## config.mk

```make
export PLATFORM = sky130hd
export DESIGN_NAME = mac40_unit
export DESIGN_NICKNAME = d
export VERILOG_FILES = /design/src/rtl/mac40_pkg.sv /design/src/rtl/mac40_mult.sv /design/src/rtl/mac40_preshift.sv /design/src/rtl/mac40_accum.sv /design/src/rtl/mac40_unit.sv
export SDC_FILE = /design/constraint.sdc
export NUM_CORES = 1
export LEC_CHECK = 0
export ABC_AREA = 1
export BUFFER_PORTS_ARGS = -buffer_cell sky130_fd_sc_hd__buf_4
export CELL_PAD_IN_SITES_DETAIL_PLACEMENT = 0
export CELL_PAD_IN_SITES_GLOBAL_PLACEMENT = 2
export CORE_ASPECT_RATIO = 0.75
export CORE_MARGIN = 4
export CORE_UTILIZATION = 30
export DETAILED_ROUTE_END_ITERATION = 16
export PLACE_DENSITY_LB_ADDON = 0.1
export SLEW_MARGIN = 5
export SYNTH_ARGS = -nofsm -noshare
export SYNTH_HDL_FRONTEND = slang
export SYNTH_HIERARCHICAL = 1
export SYNTH_SLANG_ARGS = --single-unit
```

## constraint.sdc

```tcl
create_clock -name clk -period 14.2 [get_ports clk]
set_clock_uncertainty 0.15 [all_clocks]
set_input_delay 2.84 -clock clk [delete_from_list [all_inputs] [get_ports clk]]
set_output_delay 2.84 -clock clk [all_outputs]
set_load 0.01 [all_outputs]
```

## src/rtl/mac40_pkg.sv

```systemverilog
package mac40_pkg;
  typedef enum logic [1:0] {
    SGN_SS  = 2'b00,
    SGN_SU  = 2'b01,
    SGN_UU  = 2'b10,
    SGN_UU2 = 2'b11
  } sgn_e;

  typedef enum logic [1:0] {
    SHF_NONE = 2'b00,
    SHF_LO   = 2'b01,
    SHF_HI   = 2'b10,
    SHF_RSV  = 2'b11
  } shf_e;
endpackage

```

## src/rtl/mac40_mult.sv

```systemverilog
module mac40_mult #(
  parameter int W_OP  = 16,
  parameter int W_ACC = 40
) (
  input  logic [W_OP-1:0]   a,
  input  logic [W_OP-1:0]   b,
  input  mac40_pkg::sgn_e   mode,
  output logic [W_ACC-1:0]  prod
);
  localparam int WX = W_OP + 1;
  localparam int WP = 2 * WX;

  logic a_sgn, b_sgn;
  logic signed [WX-1:0] ax, bx;
  logic signed [WP-1:0] p;

  always_comb begin
    unique case (mode)
      mac40_pkg::SGN_SS: begin a_sgn = 1'b1; b_sgn = 1'b1; end
      mac40_pkg::SGN_SU: begin a_sgn = 1'b1; b_sgn = 1'b0; end
      default:           begin a_sgn = 1'b0; b_sgn = 1'b0; end
    endcase
  end

  // one extra bit per operand makes every mode a signed multiply
  assign ax = {a_sgn & a[W_OP-1], a};
  assign bx = {b_sgn & b[W_OP-1], b};
  assign p  = ax * bx;

  generate
    if (W_ACC > WP) begin : g_ext
      assign prod = {{(W_ACC-WP){p[WP-1]}}, p};
    end else begin : g_trunc
      assign prod = p[W_ACC-1:0];
    end
  endgenerate
endmodule

```

## src/rtl/mac40_preshift.sv

```systemverilog
module mac40_preshift #(
  parameter int W_ACC = 40,
  parameter int SH_LO = 1,
  parameter int SH_HI = 16
) (
  input  logic [W_ACC-1:0] acc,
  input  mac40_pkg::shf_e  sel,
  output logic [W_ACC-1:0] acc_sh
);
  logic signed [W_ACC-1:0] s_acc;
  assign s_acc = $signed(acc);

  always_comb begin
    unique case (sel)
      mac40_pkg::SHF_LO: acc_sh = W_ACC'(s_acc >>> SH_LO);
      mac40_pkg::SHF_HI: acc_sh = W_ACC'(s_acc >>> SH_HI);
      default:           acc_sh = acc;
    endcase
  end
endmodule

```

## src/rtl/mac40_accum.sv

```systemverilog
module mac40_accum #(
  parameter int W_ACC = 40
) (
  input  logic [W_ACC-1:0] acc,
  input  logic [W_ACC-1:0] prod,
  input  logic             sub,
  output logic [W_ACC-1:0] sum,
  output logic             ovf
);
  localparam int WS = W_ACC + 1;

  logic [WS-1:0] ae, pe, se;

  assign ae  = {acc[W_ACC-1], acc};
  assign pe  = {prod[W_ACC-1], prod};
  assign se  = sub ? (ae - pe) : (ae + pe);
  assign sum = se[W_ACC-1:0];
  // top two bits disagree exactly when the result leaves the signed range
  assign ovf = se[WS-1] ^ se[W_ACC-1];
endmodule

```

## src/rtl/mac40_unit.sv

```systemverilog
module mac40_unit #(
  parameter int W_OP  = 16,
  parameter int W_ACC = 40,
  parameter int SH_LO = 1,
  parameter int SH_HI = 16
) (
  input  logic             clk,
  input  logic             rst,
  input  logic             in_valid,
  input  logic [15:0]      op_a,
  input  logic [15:0]      op_b,
  input  logic [39:0]      acc_in,
  input  logic [1:0]       sgn_mode,
  input  logic             do_sub,
  input  logic [1:0]       pre_shift,
  input  logic             ovf_clear,
  output logic             out_valid,
  output logic [39:0]      result,
  output logic             ovf_flag
);
  logic [W_ACC-1:0] prod_w, acc_sh_w, sum_w;
  logic             ovf_w;

  mac40_mult #(.W_OP(W_OP), .W_ACC(W_ACC)) u_mult (
    .a    (op_a[W_OP-1:0]),
    .b    (op_b[W_OP-1:0]),
    .mode (mac40_pkg::sgn_e'(sgn_mode)),
    .prod (prod_w)
  );

  mac40_preshift #(.W_ACC(W_ACC), .SH_LO(SH_LO), .SH_HI(SH_HI)) u_shf (
    .acc    (acc_in[W_ACC-1:0]),
    .sel    (mac40_pkg::shf_e'(pre_shift)),
    .acc_sh (acc_sh_w)
  );

  mac40_accum #(.W_ACC(W_ACC)) u_acc (
    .acc  (acc_sh_w),
    .prod (prod_w),
    .sub  (do_sub),
    .sum  (sum_w),
    .ovf  (ovf_w)
  );

  logic [W_ACC-1:0] res_q;

  always_ff @(posedge clk) begin
    if (rst) begin
      out_valid <= 1'b0;
      res_q     <= '0;
      ovf_flag  <= 1'b0;
    end else begin
      out_valid <= in_valid;
      if (in_valid) res_q <= sum_w;
      ovf_flag  <= (ovf_flag & ~ovf_clear) | (in_valid & ovf_w);
    end
  end

  assign result = res_q[39:0];
endmodule

```

==> impl_metrics.yaml <==
routing:
  top_layer: "met4"
  wl_met1_mm: 32.4
  totalWireLength_mm: 61.2
  dr.pass1.iters: 5
  wl_per_cell_um: 16.6
  vias: 16900
  via_per_inst: 4.57
  route.met2.wl_mm: 25.1
  wl_met3_mm: 3.47
  ant_nets: 0
  dr.first_iter.drc_count: 1102
  drc: 0
job:
  maxCapViolCount: 0
synth:
  yosysMostFrequentCell: "nand2_1"
  synth.top_cells.by_count: "nand2_1 (960), inv_1 (676), fa_1 (297), nor2_1 (238), ha_1 (128)"
  yosys.area_share.simple_pct: 30.1
  yosys_most_used_dff: "dfxtp_1"
  ys_seq_area_share_pct: 4.49
  syn_area_um2: 18700
  ys_top_cells_by_area: "fa_1 (32%), nand2_1 (19%), inv_1 (14%)"
  muxShareOfSynthArea_pct: 0
  synth_top_family_by_area: "adder cells"
  yosysWarningCount: 6
  synth_nets: 3376
  syn_inst: 2870
  avgSynthCellArea_um2: 6.52
  synth_cell_types: 47
  synth_edf_count: 0
  yosysTopAreaCellShare_pct: 31.8
  synthXorXnorAreaFrac_pct: 4.03
  synth_compound_area_share_pct: 4.57
  yosys.area.top_type: "fa_1"
  synthAdderAreaFrac_pct: 40.3
  synthArstFlopShare_pct: 0
  ys_seq_elements: 42
clock_network:
  cts-resized-gates: 0
  ctsHoldBuffers: 0
  clk_pin_slew_ns: 0.07
  cts_buffer_depth: 2
  clockRootBuffer: "clkbuf_16"
  clk_latency_ns: 0.30
  cts_inserted_buffers: 5
  clock_sinks: 42
  h-tree-depth: 2
  cts_setup_buffers: 0
  cts_tree: "built"
critical_path:
  crit_path_max_incr_delay_ns: 0.51
  critPathCaptureType: "flop"
  r2r_setup_slack_ns: 13.43
  cp_num_buf_inv: 8
  required_ns: 14.25
  worstSetupPathType: "in2reg"
  crit_top_cell: "nand2_1"
  worst_setup_path_start_kind: "primary input"
  arrival_ns: 12.19
  crit_family: "simple AND/OR/NAND/NOR gates"
  slowest_stage: "nor3_1"
  worstPathMaxFanout: 25
timing:
  fin_crit_sh_pct: 85.5
  setup_ws_ns: 2.06
  finalMaxSlewViolations: 0
  setup_viol: 0
  min_period_ns: 12.14
  max_freq_mhz: 82.4
  slew_headroom_pct: 36.7
  hold_viol_final: 0
  setup_tns_ns: 0
  worstMarginPinSlew_ns: 0.944
  rsz0062_at_grt: "no"
floorplanning:
  dieWidth_um: 296
  die_area_um2: 66500
  ios: 123
  coreArea_um2: 61100
  row_count: 78
  initial_core_util_pct: 30.6
  die_y_um: 224
global_route:
  grt-ovfl-total: 0
  grt_pass1_wl_mm: 97.8
  grt_pass1_vias: 17100
  grt_max_degree: 83
  antenna_found_initial: 0
  track_usage_pct: 18.8
placed_design:
  gp_congestion: 0.929
  post-place-ws_ns: 1.75
  port-buffer-count: 122
  dp_hpwl_mm: 54.2
final_layout:
  area_growth_pct: 8.50
  final_net_count: 3402
  antenna_cells: 0
  drive_gt1_share_pct: 7.39
status:
  status: "completed"
hold_path:
  hold_class: "reg2reg"
-- metal layers --
| layer | track usage, % | vias to the layer above |
|---|---|---|
| li1 | - | 8357 |
| met1 | 29.8 | 8174 |
| met2 | 27.9 | 342 |
| met3 | 3.38 | 14 |
| met4 | 0.777 | 0 |
| met5 | 0 | - |
-- state kept, by name (all words and copies together), names as in the netlist --
| register | cells |
|---|---|
| result | 40 |
| out_valid | 1 |
| ovf_flag | 1 |
-- metrics by stage --
step	area, um^2	instances	util (%)	hold slack, ns
floorplan	18700	2870	-	0.336
detailed placement	20100	3689	33.0	0.314
global route	20300	3697	33.2	0.341
CTS	20300	3697	33.2	0.324
finish	20300	3697	33.2	0.322
global placement	20100	3689	33.0	0.310
-- area by class of cell --
| type | instances | area (um^2) |
|---|---|---|
| Inverter | 685 | 2570 |
| Sequential cell | 42 | 841 |
| Clock inverter | 2 | 37.5 |
| Clock buffer | 6 | 129 |
| Timing Repair Buffer | 125 | 938 |
| Multi-Input combinational cell | 2037 | 14800 |
| Tap cell | 800 | 1000 |
| Fill cell | 6916 | 40800 |
-- cells in the final DEF (no fill, tap or decap), types with 2 or more instances in the layout --
| cell | count |
|---|---|
| or2_1 | 2 |
| ha_1 | 128 |
| and2_1 | 2 |
| a21boi_0 | 2 |
| nor3_2 | 4 |
| a31oi_1 | 5 |
| nand3_1 | 67 |
| dfxtp_1 | 42 |
| nor2_2 | 10 |
| o21a_1 | 6 |
| a21oi_1 | 77 |
| nand3_2 | 8 |
| a21o_1 | 2 |
| nor3_4 | 2 |
| fa_1 | 297 |
| nand4_1 | 13 |
| nand3b_1 | 5 |
| nor2_4 | 7 |
| nor3_1 | 16 |
| o21ai_2 | 4 |
| clkbuf_16 | 5 |
| nand2_2 | 26 |
| inv_2 | 8 |
| nor2_1 | 238 |
| xnor2_1 | 19 |
| or2_2 | 8 |
| nand2_1 | 960 |
| buf_4 | 125 |
| inv_1 | 676 |
| o21bai_1 | 10 |
| nor4_1 | 2 |
| xor2_1 | 67 |
| o21ai_0 | 32 |
| o21ai_1 | 9 |
-- worst register-to-register path, delay by kind of cell (launching register included) --
kind	cells	cell delay (ns)
flops	1	0.36
simple gates	2	0.21
-- worst paths after layout --
| check | cells past startpoint | startpoint | endpoint |
|---|---|---|---|
| worst max register to register | 2 | ovf_flag | ovf_flag |
| worst min-delay path | 2 | result[2] | result[2] |
| worst max-delay path | 46 | op_b[15] | ovf_flag |
| worst min register to register | 2 | result[2] | result[2] |
-- cells by family (layout without fill, tap and decap cells) --
family                   count (synthesis)  in the layout
AO/OA/AOI/OAI                          151            151
XOR/XNOR                                86             86
adder cells (fa/ha/maj)                425            425
buffers and inverters                  791            818
flip-flops                              42             42
AND/OR/NAND/NOR                       1375           1375
Power is left out: the tool's default activity adds up to more than one toggle a clock period on the data nets, which glitch-free logic cannot reach.
